[src/rtl/gpio_bank_pkg.sv]
package gpio_bank_pkg;
  // Base byte offsets of each register kind; banks follow at +4 per bank.
  localparam int OFS_LEVEL = 'h004;
  localparam int OFS_DIR   = 'h01C;
  localparam int OFS_SET   = 'h034;
  localparam int OFS_CLR   = 'h04C;
  localparam int OFS_BYP   = 'h094;
  // Kind spacing is 0x18, so at most six banks fit without overlap.
  localparam int MAX_BANKS = 6;

  typedef enum logic [2:0] {
    K_NONE, K_LEVEL, K_DIR, K_SET, K_CLR, K_BYP
  } reg_kind_e;
endpackage

[src/rtl/gpio_addr_decode.sv]
module gpio_addr_decode
  import gpio_bank_pkg::*;
#(
  parameter int ADDR_W    = 12,
  parameter int NUM_BANKS = 2,
  parameter int BANK_W    = 1
) (
  input  logic [ADDR_W-1:0] addr,
  output reg_kind_e         kind,
  output logic [BANK_W-1:0] bank
);
  localparam int SPAN = 4 * NUM_BANKS;

  int a;
  int off;

  always_comb begin
    a    = int'(addr);
    off  = 0;
    kind = K_NONE;
    if (addr[1:0] == 2'b00) begin
      if (a >= OFS_LEVEL && a < OFS_LEVEL + SPAN) begin
        kind = K_LEVEL; off = a - OFS_LEVEL;
      end else if (a >= OFS_DIR && a < OFS_DIR + SPAN) begin
        kind = K_DIR;   off = a - OFS_DIR;
      end else if (a >= OFS_SET && a < OFS_SET + SPAN) begin
        kind = K_SET;   off = a - OFS_SET;
      end else if (a >= OFS_CLR && a < OFS_CLR + SPAN) begin
        kind = K_CLR;   off = a - OFS_CLR;
      end else if (a >= OFS_BYP && a < OFS_BYP + SPAN) begin
        kind = K_BYP;   off = a - OFS_BYP;
      end
    end
    bank = BANK_W'(off >>> 2);
  end
endmodule

[src/rtl/gpio_in_filter.sv]
module gpio_in_filter (
  input  logic clk,
  input  logic rst,
  input  logic pin_i,
  input  logic bypass_i,
  output logic level_o
);
  logic       sync_a, sync_b;
  logic [2:0] hist;
  logic       vote;

  assign vote = (hist[0] & hist[1]) | (hist[0] & hist[2]) | (hist[1] & hist[2]);

  always_ff @(posedge clk) begin
    if (rst) begin
      sync_a  <= 1'b0;
      sync_b  <= 1'b0;
      hist    <= 3'b000;
      level_o <= 1'b0;
    end else begin
      sync_a  <= pin_i;
      sync_b  <= sync_a;
      hist    <= {hist[1:0], sync_b};
      level_o <= bypass_i ? sync_b : vote;
    end
  end
endmodule

[src/rtl/gpio_bank_regs.sv]
module gpio_bank_regs
  import gpio_bank_pkg::*;
#(
  parameter int NUM_PINS = 48,
  parameter int ADDR_W   = 12
) (
  input  logic                clk,
  input  logic                rst,
  input  logic [ADDR_W-1:0]   bus_addr,
  input  logic                bus_we,
  input  logic [31:0]         bus_wdata,
  output logic [31:0]         bus_rdata,
  input  logic [NUM_PINS-1:0] pin_i,
  output logic [NUM_PINS-1:0] pin_o,
  output logic [NUM_PINS-1:0] pin_oe
);
  localparam int NUM_BANKS = (NUM_PINS + 31) / 32;
  localparam int PAD_W     = NUM_BANKS * 32;
  localparam int BANK_W    = (NUM_BANKS > 1) ? $clog2(NUM_BANKS) : 1;

  logic [NUM_PINS-1:0] dir_q, out_q, byp_q, level_w;
  reg_kind_e           kind;
  logic [BANK_W-1:0]   bank;
  logic [PAD_W-1:0]    dir_pad, byp_pad, lvl_pad;
  logic [31:0]         rd_next;

  gpio_addr_decode #(
    .ADDR_W(ADDR_W), .NUM_BANKS(NUM_BANKS), .BANK_W(BANK_W)
  ) i_dec (
    .addr(bus_addr), .kind(kind), .bank(bank)
  );

  for (genvar p = 0; p < NUM_PINS; p++) begin : g_pin
    gpio_in_filter i_filt (
      .clk(clk), .rst(rst), .pin_i(pin_i[p]),
      .bypass_i(byp_q[p]), .level_o(level_w[p])
    );
  end

  // Register writes: one bank per access, per-bit set/clear on the latch.
  always_ff @(posedge clk) begin
    if (rst) begin
      dir_q <= '0;
      out_q <= '0;
      byp_q <= '0;
    end else if (bus_we) begin
      for (int p = 0; p < NUM_PINS; p++) begin
        if (p / 32 == int'(bank)) begin
          case (kind)
            K_DIR: dir_q[p] <= bus_wdata[p % 32];
            K_BYP: byp_q[p] <= bus_wdata[p % 32];
            K_SET: if (bus_wdata[p % 32]) out_q[p] <= 1'b1;
            K_CLR: if (bus_wdata[p % 32]) out_q[p] <= 1'b0;
            default: ;
          endcase
        end
      end
    end
  end

  assign dir_pad = PAD_W'(dir_q);
  assign byp_pad = PAD_W'(byp_q);
  assign lvl_pad = PAD_W'(level_w);

  always_comb begin
    case (kind)
      K_LEVEL: rd_next = lvl_pad[int'(bank)*32 +: 32];
      K_DIR:   rd_next = dir_pad[int'(bank)*32 +: 32];
      K_BYP:   rd_next = byp_pad[int'(bank)*32 +: 32];
      default: rd_next = '0;
    endcase
  end

  always_ff @(posedge clk) begin
    if (rst) bus_rdata <= '0;
    else     bus_rdata <= rd_next;
  end

  assign pin_o  = out_q;
  assign pin_oe = dir_q;
endmodule

[config.mk]
export PLATFORM = sky130hd
export DESIGN_NAME = gpio_bank_regs
export DESIGN_NICKNAME = d
export VERILOG_FILES = /design/src/rtl/gpio_bank_pkg.sv /design/src/rtl/gpio_addr_decode.sv /design/src/rtl/gpio_in_filter.sv /design/src/rtl/gpio_bank_regs.sv
export SDC_FILE = /design/constraint.sdc
export NUM_CORES = 1
export LEC_CHECK = 0
export BUFFER_PORTS_ARGS = -buffer_cell sky130_fd_sc_hd__buf_2
export CORE_MARGIN = 2
export CORE_UTILIZATION = 50
export DETAILED_ROUTE_END_ITERATION = 16
export GPL_TIMING_DRIVEN = 0
export PLACE_DENSITY = 0.68
export SLEW_MARGIN = 40
export SYNTH_ARGS = -nofsm -noshare
export SYNTH_HDL_FRONTEND = slang
export SYNTH_SLANG_ARGS = --single-unit
export TNS_END_PERCENT = 5
[constraint.sdc]
create_clock -name clk -period 6.4 [get_ports clk]
set_input_delay 1.6 -clock clk [delete_from_list [all_inputs] [get_ports clk]]
set_output_delay 1.6 -clock clk [all_outputs]
set_load 0.1 [all_outputs]
== Word-level counts from Yosys, hierarchy flattened ==
Cells that the tools add are included.

* $add $sub $neg: 5
* $lt $le $gt $ge: 10
* Eq/ne operators: 69
* Shift operators: 3
* Multiplexer cells: 157
* Bitwise operators: 241
* Reductions and logical operators: 59

{| class="wikitable"
|+ Operators with widths
! kind !! number
|-
| 5-bit AND reduction || 48
|-
| 64-bit by 7-bit variable part select with 32-bit output || 3
|-
| 1-bit AND || 144
|-
| 2-bit inequality test (second input constant) || 64
|-
| 1-bit 2-to-1 mux || 112
|-
| 1-bit OR || 96
|-
| 32-bit case mux with 3 select lines || 1
|-
| 1-bit case mux with 2 select lines || 32
|-
| 3-bit 2-to-1 mux || 12
|-
| 12-bit by 6-bit < comparator with 1-bit output (second input constant) || 2
|-
| 3-bit subtractor (second input constant) || 5
|-
| 12-bit by 3-bit >= comparator with 1-bit output (second input constant) || 1
|-
| 12-bit by 5-bit >= comparator with 1-bit output (second input constant) || 1
|-
| 12-bit by 6-bit >= comparator with 1-bit output (second input constant) || 1
|-
| 12-bit by 7-bit >= comparator with 1-bit output (second input constant) || 1
|-
| 12-bit by 8-bit >= comparator with 1-bit output (second input constant) || 1
|-
| 12-bit by 4-bit < comparator with 1-bit output (second input constant) || 1
|-
| 12-bit by 7-bit < comparator with 1-bit output (second input constant) || 1
|-
| 12-bit by 8-bit < comparator with 1-bit output (second input constant) || 1
|-
| 3-bit AND reduction || 4
|-
| 3-bit by 2-bit == test with 1-bit output (second input constant) || 2
|-
| 3-bit == test (second input constant) || 2
|-
| 1-bit logical AND || 5
|-
| 3-bit by 1-bit == test with 1-bit output (second input constant) || 1
|-
| other kinds (3) || 3
|}

* Flip-flop bits (word level): 464
* Input port bits: 95
* Output and inout port bits: 128
* Logic and storage cells: 789

== Depth between registers and ports, before layout ==
* Depth in word-level cells: 11
* Depth in mapped cells: 9

== Hierarchy ==
Synthesis repeated with hierarchy kept, for this count alone.

* Cell total of the unflattened synthesis: 1676
* Area total of the unflattened synthesis: 16529.6 µm²

{| class="wikitable"
|+ By module, submodules not included
! module !! times used !! cells each !! area each (µm²) !! seq. area each (µm²)
|-
| gpio_in_filter || 48 || 15 || 181.4 || 120.1
|-
| gpio_bank_regs || 1 || 925 || 7598.5 || 3523.4
|-
| gpio_addr_decode || 1 || 31 || 222.7 || 0.0
|}

== Least setup slack after synthesis ==
OpenSTA, ideal clock, no wires.

* Kind: input port to flip-flop
* Start point: input port bus_addr[2]
* End point: register dir_q[0] (netlist: pin_oe[0])
* Setup time: 72 ps
* Data arrival time: 3592 ps
* Slack: 2736 ps
* Cell stages on the path: 7
* Cells stage by stage: buf_2 or4b_4 a2111oi_4 nand2_1 a311oi_4 buf_6 mux2i_1

* Word-level cells in the longest chain between the ends: 10
* Elaborated cells on any way between the ends: 35
* Those cells by class: add/sub (5); order compare (10); eq/ne (1); mux (12); bitwise (1); reduce/logical (6)

{| class="wikitable"
|+ Ends and longest elaborated chain
! what !! RTL line !! source
|-
| start: declaration || gpio_bank_regs.sv:9 || <nowiki>input logic [ADDR_W-1:0] bus_addr,</nowiki>
|-
| 12-bit by 8-bit >= comparator with 1-bit output or 12-bit by 8-bit < comparator with 1-bit output (tied branches) || gpio_addr_decode.sv:30 || <nowiki>end else if (a >= OFS_BYP && a < OFS_BYP + SPAN) begin</nowiki>
|-
| 1-bit logical AND || gpio_addr_decode.sv:30 ||
|-
| 3-bit 2-to-1 mux || gpio_addr_decode.sv:30 ||
|-
| 3-bit 2-to-1 mux || gpio_addr_decode.sv:28 || <nowiki>end else if (a >= OFS_CLR && a < OFS_CLR + SPAN) begin</nowiki>
|-
| 3-bit 2-to-1 mux || gpio_addr_decode.sv:26 || <nowiki>end else if (a >= OFS_SET && a < OFS_SET + SPAN) begin</nowiki>
|-
| 3-bit 2-to-1 mux || gpio_addr_decode.sv:24 || <nowiki>end else if (a >= OFS_DIR && a < OFS_DIR + SPAN) begin</nowiki>
|-
| 3-bit 2-to-1 mux || gpio_addr_decode.sv:22 || <nowiki>if (a >= OFS_LEVEL && a < OFS_LEVEL + SPAN) begin</nowiki>
|-
| 3-bit 2-to-1 mux || gpio_addr_decode.sv:21 || <nowiki>if (addr[1:0] == 2'b00) begin</nowiki>
|-
| 3-bit by 2-bit == test with 1-bit output or 1-bit NOT (tied branches) || - ||
|-
| 3-bit AND reduction (no source line) * || - ||
|-
| end signal: indexed assignment || gpio_bank_regs.sv:50 || <nowiki>K_DIR: dir_q[p] <= bus_wdata[p % 32];</nowiki>
|-
| end: declaration || gpio_bank_regs.sv:21 || <nowiki>logic [NUM_PINS-1:0] dir_q, out_q, byp_q, level_w;</nowiki>
|}

Mark *: on every way between the ends. The rest lies on a longest branch, timed or not.
A chain may end at the register's enable or synchronous reset.

== Final worst setup path ==
* Start point: input port bus_addr[7]
* End point: register bus_rdata[13]

* Word-level cells in the longest chain between the ends: 10
* Elaborated cells on any way between the ends: 34
* Those cells by class: order compare (10); eq/ne (3); shift (3); mux (13); reduce/logical (5)

{| class="wikitable"
|+ Ends and longest elaborated chain
! what !! RTL line !! source
|-
| 12-bit by 8-bit >= comparator with 1-bit output or 12-bit by 8-bit < comparator with 1-bit output (tied branches) || gpio_addr_decode.sv:30 ||
|-
| 1-bit logical AND || gpio_addr_decode.sv:30 ||
|-
| 3-bit 2-to-1 mux || gpio_addr_decode.sv:30 ||
|-
| 3-bit 2-to-1 mux || gpio_addr_decode.sv:28 ||
|-
| 3-bit 2-to-1 mux || gpio_addr_decode.sv:26 ||
|-
| 3-bit 2-to-1 mux || gpio_addr_decode.sv:24 ||
|-
| 3-bit 2-to-1 mux || gpio_addr_decode.sv:22 ||
|-
| 3-bit 2-to-1 mux || gpio_addr_decode.sv:21 ||
|-
| 64-bit by 7-bit variable part select with 32-bit output (tied with other cells) || gpio_bank_regs.sv:69 || <nowiki>K_BYP: rd_next = byp_pad[int'(bank)*32 +: 32];</nowiki>
|-
| 32-bit case mux with 3 select lines * || gpio_bank_regs.sv:66 || <nowiki>case (kind)</nowiki>
|-
| end signal: assignment || gpio_bank_regs.sv:76 || <nowiki>else bus_rdata <= rd_next;</nowiki>
|-
| end: declaration || gpio_bank_regs.sv:12 || <nowiki>output logic [31:0] bus_rdata,</nowiki>
|}

Marked as above.

==> results.toml <==
[outcome]
status = "finished, final reports clean"

[critical_path]
critical-path-top-delay-family = "compound AO/OA/AOI/OAI gates"
required_ns = 6.79
path_class = "primary input to flop"
crit_chain = "buf_2 > buf_2 > or4bb_1 > or2_2 > o211a_1 > o2111ai_1 > clkbuf_1 > o22ai_1"
worstSetupPathDepth = 8
cp_max_fo = 10
startpoint_type = "primary input"
arrival_ns = 4.46
slowest_delay_ns = 0.62
crit_top_cell = "buf_2"
reg2reg_depth = 2
path_buf_inv = 3
cp-end-kind = "flop"
cpMaxStageDelayCell = "o2111ai_1"

[detailed_routing]
vias_per_cell = 5.469
antenna_left = 0
dr_wl_met2_microns = 20710
vias = 12780
drcViolationCount = 0
highest_layer = "met4"
wl_met3_microns = 3772
dr.pass1.iters = 6
drt-met1-wl_microns = 19350
drt_iter0_markers = 1066
drt-total-wl_microns = 45390
wl_per_cell_microns = 19.43

[floorplanning]
die_x_microns = 183.0
die_area_sq_um = 33480
fp.dieH_microns = 183.0
io_pins = 223
core_area_sq_um = 31560
initial_core_util = 0.5075
num_rows = 65

[synth]
syn-num-nets = 1722
ys_seq_area_frac = 0.5800
ys_types = 55
synthFlopType = "dfxtp_1"
ys_ff_latch = 464
async_flop_share = 0
synth.area.top_cells = "dfxtp_1 (58%), nor2b_1 (9.4%), mux2i_1 (6.0%), nand2_1 (5.3%), a21oi_1 (4.5%)"
yosysTopAreaCellShare = 0.5800
syn_inst = 1627
yosysMostFrequentCell = "dfxtp_1"
ys_warn_count = 0
synth_common_cells = "dfxtp_1 (464), nor2b_1 (240), nand2_1 (228)"
syn_avg_cell_area_sq_um = 9.843
syn_area_sq_um = 16010
synth-edff-count = 0
synth_top_cell_by_area = "dfxtp_1"

[clocking]
ctsHoldBuffers = 0
post_cts_buffers = 0
clk_latency_ns = 0.55
cts.sinks = 464
cts_resized = 0
cts.root.buffer_cell = "clkbuf_16"
numCtsBuffers = 47
cts_tree = "yes"
h-tree-depth = 2
cts.clk_slew.worst_paths_ns = 0.06
clk_path_buf_depth = 3

[placed_design]
dp_hpwl_microns = 32230
gp_congestion = 0.8886
post_dp_cell_area_sq_um = 17630
port_buffers = 219

[pwr]
p_total_mw = 5.959
p_sw_frac = 0.2179
p_sw_mw = 1.299
vdd_ir_drop_max_v = 0.0002937
pwr-share-comb = 0.035
powerDensity_nw_per_um2 = 309.4
pwr-share-seq = 0.495
p_leak_nw = 7.751
internal_power_mw = 4.660
clock_power_share = 0.470

[global_route]
grt_pass1_vias = 11970
antenna_found_initial = 0
track_usage = 0.2662
gr-total-overflow = 0
grt_max_degree = 15
grt_first_pass_wirelength_microns = 68120

[run]
cap_violations = 0

[timing]
fmax_mhz = 245.6
fin_setup_tns_ns = 0
rsz0062_at_grt = "no"
min_period_over_period = 0.6362
maxSlewViolCount = 0
layout_min_cycle_time_ns = 4.072
hold_viol_final = 0
finalClockSkew_ns = 0.01581
max_slew.worst_pin.slew_ns = 0.8801
finalSetupViolations = 0
maxSlewHeadroom = 0.4133

[finish]
drive_gt1_frac = 0.1737
antenna_cells = 0
fill_cells = 2725
design_area_sq_um = 19260
syn_to_final_growth_pct = 20.25
nets = 1990

[worst_hold_path]
holdCritPathClass = "flop to flop"
min_path_cells = 1
-- cells by family (layout without fill, tap and decap cells) --
kind of cell / after synthesis / count (layout) / synth area share
AND/OR/NAND/NOR: 600 / 600 / 0.1856
flip-flops: 464 / 464 / 0.5800
AO/OA/AOI/OAI: 342 / 342 / 0.1406
buffers and inverters: 121 / 428 / 0.03156
multiplexers: 96 / 96 / 0.06000
XOR/XNOR: 4 / 4 / 0.002188
-- worst paths after layout --
path,endpoint,startpoint,slack [ns]
setup / recovery,bus_rdata[13],bus_addr[7],2.33
hold / removal,g_pin[3].i_filt.sync_b,g_pin[3].i_filt.sync_a,0.43
setup reg to reg,bus_rdata[7],pin_oe[39],5.16
hold reg to reg,g_pin[3].i_filt.sync_b,g_pin[3].i_filt.sync_a,0.43
-- state kept, by name (all words and copies together), names as in the netlist --
name,count
byp_q,48
bus_rdata,32
pin_o,48
g_pin.i_filt.hist,144
g_pin.i_filt.sync_a,48
g_pin.i_filt.sync_b,48
g_pin.i_filt.level_o,48
pin_oe,48
-- power groups by stage --
stage	sequential, mW	combinational, mW	clock (mW)
after floorplan	3.01	0.106	0
after global placement	3.01	0.201	0
after detailed placement	3.02	0.205	0
after CTS	2.95	0.206	2.83
after global routing	2.96	0.225	2.95
final	2.95	0.208	2.80
-- cell usage in the layout (no fill, tap or decap), types with 3 or more instances in the layout --
cell,instances
a21oi_1,145
or2_2,3
inv_1,20
a211oi_1,17
bufinv_16,3
a222oi_1,17
dfxtp_1,464
nor2_1,100
a22o_1,15
mux2i_1,96
or4_1,3
a21o_1,16
o21ai_0,49
clkinvlp_4,3
a22oi_1,16
buf_6,3
nor3_1,4
clkinv_2,11
buf_4,4
a2bb2oi_1,16
clkbuf_16,49
nand2_1,228
clkbuf_8,11
nor4_2,3
buf_2,230
nor2b_1,240
o22ai_1,17
o311ai_0,15
clkbuf_1,89
-- worst register-to-register path, delay by kind of cell, from the launching register on --
family	cells	cell delay, ns
AO/OA/AOI/OAI	2	0.75
flip-flops	1	0.32
-- routing by layer --
| metal | vias up | global-route usage |
|---|---|---|
| li1 | 6063 | - |
| met1 | 6083 | 0.3486 |
| met2 | 529 | 0.4373 |
| met3 | 101 | 0.05361 |
| met4 | 0 | 0.09792 |
| met5 | - | 0 |
-- per-stage QoR --
stage	setup slack, ns	instances	utilization	hold WS (ns)
2_1_floorplan	2.736	1627	-	0.4138
3_3_place_gp	1.679	2248	0.5582	0.4157
3_5_place_dp	1.841	2248	0.5587	0.4204
4_1_cts	2.412	2336	0.6098	0.4347
5_1_grt	2.250	2336	0.6103	0.4428
6_report	2.328	2336	0.6103	0.4293
-- final cells by class --
| class | count | area (sq um) | share of cell area |
|---|---|---|---|
| well taps | 402 | 503.0 | 0.02612 |
| flip-flops and latches | 464 | 9289 | 0.4824 |
| plain buffers | 100 | 426.7 | 0.02216 |
| clock inverters | 20 | 205.2 | 0.01066 |
| repair buffers | 219 | 1096 | 0.05692 |
| multi-input cells | 1042 | 6251 | 0.3246 |
| inverters | 21 | 78.83 | 0.004093 |
| clock buffers | 68 | 1408 | 0.07309 |
(Power assumes the default switching activity.)
